## config.mk

```make
export PLATFORM = sky130hd
export DESIGN_NAME = memop_pool
export DESIGN_NICKNAME = d
export VERILOG_FILES = /design/src/rtl/memop_pool.sv
export SDC_FILE = /design/constraint.sdc
export NUM_CORES = 1
export LEC_CHECK = 0
export BUFFER_PORTS_ARGS = -buffer_cell sky130_fd_sc_hd__buf_4
export CAP_MARGIN = 20
export CORE_ASPECT_RATIO = 0.6
export CORE_MARGIN = 10
export CORE_UTILIZATION = 55
export CTS_BUF_LIST = sky130_fd_sc_hd__clkbuf_4 sky130_fd_sc_hd__clkbuf_8
export DETAILED_ROUTE_END_ITERATION = 10
export PLACE_DENSITY = 0.8
export SLEW_MARGIN = 20
export SYNTH_ARGS = -nofsm -noshare
export SYNTH_HDL_FRONTEND = slang
export SYNTH_SLANG_ARGS = --single-unit
```

## constraint.sdc

```tcl
create_clock -name clk -period 5.7 [get_ports clk]
set_input_delay 0.57 -clock clk [delete_from_list [all_inputs] [get_ports clk]]
set_output_delay 0.57 -clock clk [all_outputs]
set_load 0.01 [all_outputs]
```

## src/rtl/memop_pool.sv

```systemverilog
module memop_pool #(
  parameter int LD_N = 6,
  parameter int ST_N = 3,
  parameter int AW = 16,
  parameter int DW = 32,
  parameter int TW = 4,
  parameter int LD_TAG_BASE = 1
) (
  input  logic          clk,
  input  logic          rst_n,
  input  logic          iss_ld_valid,
  input  logic [AW-1:0] iss_ld_addr,
  output logic          iss_ld_ready,
  output logic [TW-1:0] iss_ld_tag,
  input  logic          iss_st_valid,
  input  logic [AW-1:0] iss_st_addr,
  input  logic [DW-1:0] iss_st_data,
  input  logic [TW-1:0] iss_st_src,
  output logic          iss_st_ready,
  output logic          mem_req_valid,
  output logic          mem_req_we,
  output logic [AW-1:0] mem_req_addr,
  output logic [DW-1:0] mem_req_wdata,
  input  logic          mem_req_ready,
  input  logic          mem_rsp_valid,
  input  logic [DW-1:0] mem_rsp_data,
  output logic          res_req,
  output logic [TW-1:0] res_tag,
  output logic [DW-1:0] res_data,
  input  logic          res_grant,
  input  logic          snp_valid,
  input  logic [TW-1:0] snp_tag,
  input  logic [DW-1:0] snp_data
);
  localparam int LI = (LD_N > 1) ? $clog2(LD_N) : 1;
  localparam int SI = (ST_N > 1) ? $clog2(ST_N) : 1;
  localparam int CW = $clog2(LD_N + 1);

  logic [LD_N-1:0] ld_busy, ld_done;
  logic [AW-1:0]   ld_addr [LD_N];
  logic [DW-1:0]   ld_data [LD_N];
  logic [LI-1:0]   q [LD_N];
  logic [LI-1:0]   q_hd, q_rq, q_tl;
  logic [CW-1:0]   n_unsent;

  logic [ST_N-1:0] st_busy, st_wait, snp_hit;
  logic [AW-1:0]   st_addr [ST_N];
  logic [DW-1:0]   st_data [ST_N];
  logic [TW-1:0]   st_src  [ST_N];

  logic [LI-1:0] ld_free, bc_idx;
  logic [SI-1:0] st_free, st_sel;
  logic          ld_any, st_any, st_rdy_any;
  logic          ld_take, st_take, ld_pend, ld_acc, st_acc, bc_fire;

  function automatic logic [LI-1:0] nxt(input logic [LI-1:0] p);
    return (p == LI'(LD_N - 1)) ? '0 : p + 1'b1;
  endfunction

  always_comb begin
    ld_free = '0; ld_any = 1'b0; bc_idx = '0;
    for (int i = LD_N - 1; i >= 0; i--) begin
      if (!ld_busy[i]) begin ld_free = LI'(i); ld_any = 1'b1; end
      if (ld_done[i]) bc_idx = LI'(i);
    end
    st_free = '0; st_any = 1'b0; st_sel = '0; st_rdy_any = 1'b0;
    for (int j = ST_N - 1; j >= 0; j--) begin
      snp_hit[j] = snp_valid && (snp_tag == st_src[j]);
      if (!st_busy[j]) begin st_free = SI'(j); st_any = 1'b1; end
      if (st_busy[j] && !st_wait[j]) begin st_sel = SI'(j); st_rdy_any = 1'b1; end
    end
  end

  assign iss_ld_ready  = ld_any;
  assign iss_ld_tag    = TW'(LD_TAG_BASE) + TW'(ld_free);
  assign iss_st_ready  = st_any;
  assign ld_take       = iss_ld_valid && ld_any;
  assign st_take       = iss_st_valid && st_any;

  assign ld_pend       = (n_unsent != '0);
  assign mem_req_valid = ld_pend || st_rdy_any;
  assign mem_req_we    = !ld_pend;
  assign mem_req_addr  = ld_pend ? ld_addr[q[q_rq]] : st_addr[st_sel];
  assign mem_req_wdata = st_data[st_sel];
  assign ld_acc        = ld_pend && mem_req_ready;
  assign st_acc        = !ld_pend && st_rdy_any && mem_req_ready;

  assign res_req  = |ld_done;
  assign res_tag  = TW'(LD_TAG_BASE) + TW'(bc_idx);
  assign res_data = ld_data[bc_idx];
  assign bc_fire  = res_req && res_grant;

  always_ff @(posedge clk) begin
    if (!rst_n) begin
      ld_busy <= '0; ld_done <= '0;
      q_hd <= '0; q_rq <= '0; q_tl <= '0; n_unsent <= '0;
    end else begin
      if (ld_take) begin
        ld_busy[ld_free] <= 1'b1;
        q_tl <= nxt(q_tl);
      end
      if (bc_fire) begin
        ld_busy[bc_idx] <= 1'b0;
        ld_done[bc_idx] <= 1'b0;
      end
      if (mem_rsp_valid) begin
        ld_done[q[q_hd]] <= 1'b1;
        q_hd <= nxt(q_hd);
      end
      if (ld_acc) q_rq <= nxt(q_rq);
      n_unsent <= n_unsent + CW'(ld_take) - CW'(ld_acc);
    end
  end

  always_ff @(posedge clk) begin
    if (ld_take) begin
      ld_addr[ld_free] <= iss_ld_addr;
      q[q_tl] <= ld_free;
    end
    if (mem_rsp_valid) ld_data[q[q_hd]] <= mem_rsp_data;
  end

  always_ff @(posedge clk) begin
    if (!rst_n) begin
      st_busy <= '0; st_wait <= '0;
    end else begin
      for (int j = 0; j < ST_N; j++)
        if (st_busy[j] && st_wait[j] && snp_hit[j]) st_wait[j] <= 1'b0;
      if (st_take) begin
        st_busy[st_free] <= 1'b1;
        st_wait[st_free] <= (iss_st_src != '0) && !(snp_valid && snp_tag == iss_st_src);
      end
      if (st_acc) st_busy[st_sel] <= 1'b0;
    end
  end

  always_ff @(posedge clk) begin
    for (int j = 0; j < ST_N; j++)
      if (st_busy[j] && st_wait[j] && snp_hit[j]) st_data[j] <= snp_data;
    if (st_take) begin
      st_addr[st_free] <= iss_st_addr;
      st_src[st_free]  <= iss_st_src;
      st_data[st_free] <= (iss_st_src == '0) ? iss_st_data : snp_data;
    end
  end

  assert_ld_alloc_R2: assert property (@(posedge clk) disable iff (!rst_n)
    ld_take |=> ld_busy != $past(ld_busy));

  assert_rd_hold_R4: assert property (@(posedge clk) disable iff (!rst_n)
    mem_req_valid && !mem_req_we && !mem_req_ready |=>
      mem_req_valid && !mem_req_we && $stable(mem_req_addr));

  assert_rsp_offer_R5: assert property (@(posedge clk) disable iff (!rst_n)
    mem_rsp_valid |=> res_req);

  assert_bus_hold_R6: assert property (@(posedge clk) disable iff (!rst_n)
    res_req && !res_grant && !mem_rsp_valid |=>
      res_req && $stable(res_tag) && $stable(res_data));

  assert_st_free_R7: assert property (@(posedge clk) disable iff (!rst_n)
    mem_req_valid && mem_req_we && mem_req_ready |=>
      $countones(st_busy) <= $past($countones(st_busy)));
endmodule

```

==> metrics.txt <==
setup_tns 0 ns; final net count 1800; total gr overflow 0; top cell type's share of synthesized area 0.687; Final Cycle Share 0.706; CTS clk-pin slew, worst paths 0.07 ns; Post-CTS Setup Inserts 0; final worst slack 1.68 ns; Cells after Synth 1401; cts bufs inserted 73; status complete, no violations; area of the mapped netlist 0.0202 mm²; Port Buffers 234; global-route wire length before repair 76900 µm; Yosys reg bits 498; largest net degree at the start of global routing 68; DR pass1 iterations 7; R2R depth 11; cts repair resizes 0; Netlist cell types 62; WHS 0.145 ns; Worst EP arrival 3.45 ns; clk sinks 498; top post-synthesis cells by area edfxtp_1 (69%), mux2i_1 (5.2%), dfxtp_1 (3.6%), o21ai_0 (3.3%), a222oi_1 (3.2%); Hold Path Cell Cnt 1; # rows 54; DRC 0; wire length per cell 23.3 µm; drt total wl 50700 µm; final setup fails 0; Die H 168 µm; Crit Path Class reg -> out; Core Area 0.0363 mm²; final clock skew 0.0247 ns; yosys warns 0; Main synth FF type edfxtp_1; post-synthesis sequential area ratio 0.723; Post-Syn Area per Cell 14.4 µm²; CTS max path bufs 3; post-route ant nets 0; io pins 237; max-cap violation count 0; final worst path period need 4.02 ns; share of layout cells above drive strength 1 0.243; post-route cell area 0.0239 mm²; GP Congestion 0.803; die area 0.0450 mm²; H-tree depth 3; Final Hold Viols 0; Pwr Total 9.00 mW; placed cell area 0.0225 mm²; GRT Util Overall 0.220; Clk Latency, worst-skew pair 0.62 ns; CP Max Fanout 18; CTS root buf clkbuf_8; Iter 0 DRT Violations 1659; hold buffers post-CTS 0; CP required 5.13 ns; post-DP HPWL 30900 µm; LEAKAGE 8.87 nW; Fmax achieved 249 MHz; pwr dens 377 mW/mm²; Vias 13.2k; Place WS 2.21 ns; commonest non-fill, non-tap cell in the layout edfxtp_1; number of global-route vias before repair 13.5k; initial core utilization 0.557; area grow syn2layout 18.3%; max_slew headroom 0.252; leading area contributor after synthesis edfxtp_1; Max rail drop VDD 0.278 mV; Die Span X 267 µm; Via density 6.04; Async S/R FF share, synth 0; initial antenna violation count 1; Post-synth EDFFs 462; CTS tree built; most frequent cells in the layout edfxtp_1 (462), buf_4 (261), nand2_1 (158); CP endpoint kind output port; Setup crit start kind flip-flop; Worst-Margin Slew 1.12 ns; Hold WC Path Type in -> reg; Slew Viols, Final 0; RSZ-0062 raised after global routing false
[critical path, stage by stage, from the launching register on]
cell and delay (ns):
dfxtp_1 0.57, mux2_2 0.42, mux4_2 0.77, nor2_4 0.51
a32oi_1 0.19, a21o_1 0.23, buf_4 0.14
[cell usage after synthesis (3+ instances only)]
library cell,instances
a21o_1,15
a21oi_1,45
a222oi_1,64
a311oi_1,4
a31oi_1,10
a32oi_1,15
buf_1,8
buf_2,8
buf_4,4
buf_6,7
clkbuf_1,61
clkinv_1,3
dfxtp_1,36
edfxtp_1,462
ha_1,4
inv_1,20
mux2i_1,104
mux4_2,7
nand2_1,159
nand2b_1,8
nand3_1,6
nand4_1,5
nor2_1,91
nor2b_1,4
nor3_1,8
nor3b_1,4
o21a_1,7
o21ai_0,132
o22ai_1,32
or2_2,4
xnor2_1,10
xor2_1,13
[per-stage QoR]
step | std cells | utilization
after detailed placement | 2051 | 0.619
after global routing | 2180 | 0.658
after CTS | 2178 | 0.657
final | 2180 | 0.658
after floorplan | 1402 | -
after global placement | 2051 | 0.619
[sequential cells by signal, summed over array words and instances (netlist names), named ones only]
register  flops
st_busy       3
q            18
ld_done       6
st_wait       3
ld_addr      96
ld_data     192
n_unsent      3
st_src       12
st_addr      48
st_data      96
q_hd          3
ld_busy       6
q_rq          3
q_tl          3
[power breakdown]
part / internal (mW) / switching [mW] / total [mW]
logic: 0.793 / 1.16 / 1.95
registers: 4.20 / 0.0786 / 4.28
clock network: 1.42 / 1.36 / 2.78
total: 6.41 / 2.59 / 9.00
[logic make-up after synthesis]
| family | Yosys count | share of synthesized area |
|---|---|---|
| fa+ha+maj | 5 | 0.00347 |
| buf+inv | 112 | 0.0247 |
| flops | 498 | 0.723 |
| other cells | 1 | 0.000186 |
| compound gates | 342 | 0.112 |
| mux | 117 | 0.0631 |
| xor+xnor | 23 | 0.00998 |
| simple gates | 303 | 0.0635 |
[layout make-up]
type	instances	area, µm²
Inverter	24	90.1
Clock buffer	95	1180
Antenna cell	1	2.50
Fill cell	2527	12400
Timing Repair Buffer	262	1990
Multi-Input combinational cell	792	5220
Tap cell	476	596
Clock inverter	32	210
Sequential cell	498	14600
[final timing paths]
path | start | to | slack [ns]
worst max-delay path | flip-flop | mem_req_addr[2] | 1.68
worst min-delay path | iss_st_addr[0] | st_addr[0][0]$_DFFE_PP_ | 0.14
worst max register to register | ld_busy[0]$_SDFF_PN0_ | n_unsent[2]$_SDFF_PN0_ | 3.02
worst min register to register | q_rq[1]$_SDFFE_PN0N_ | flip-flop | 0.54
[metal layers]
layer  share of wire  global-route usage  up-vias
met1            0.41               0.288     6500
li1                -                   -     5951
met5               0                   0        -
met4           0.023              0.0714        0
met2            0.48               0.356      640
met3           0.085              0.0547       85
Note: power is estimated with default switching activity, not from simulation.
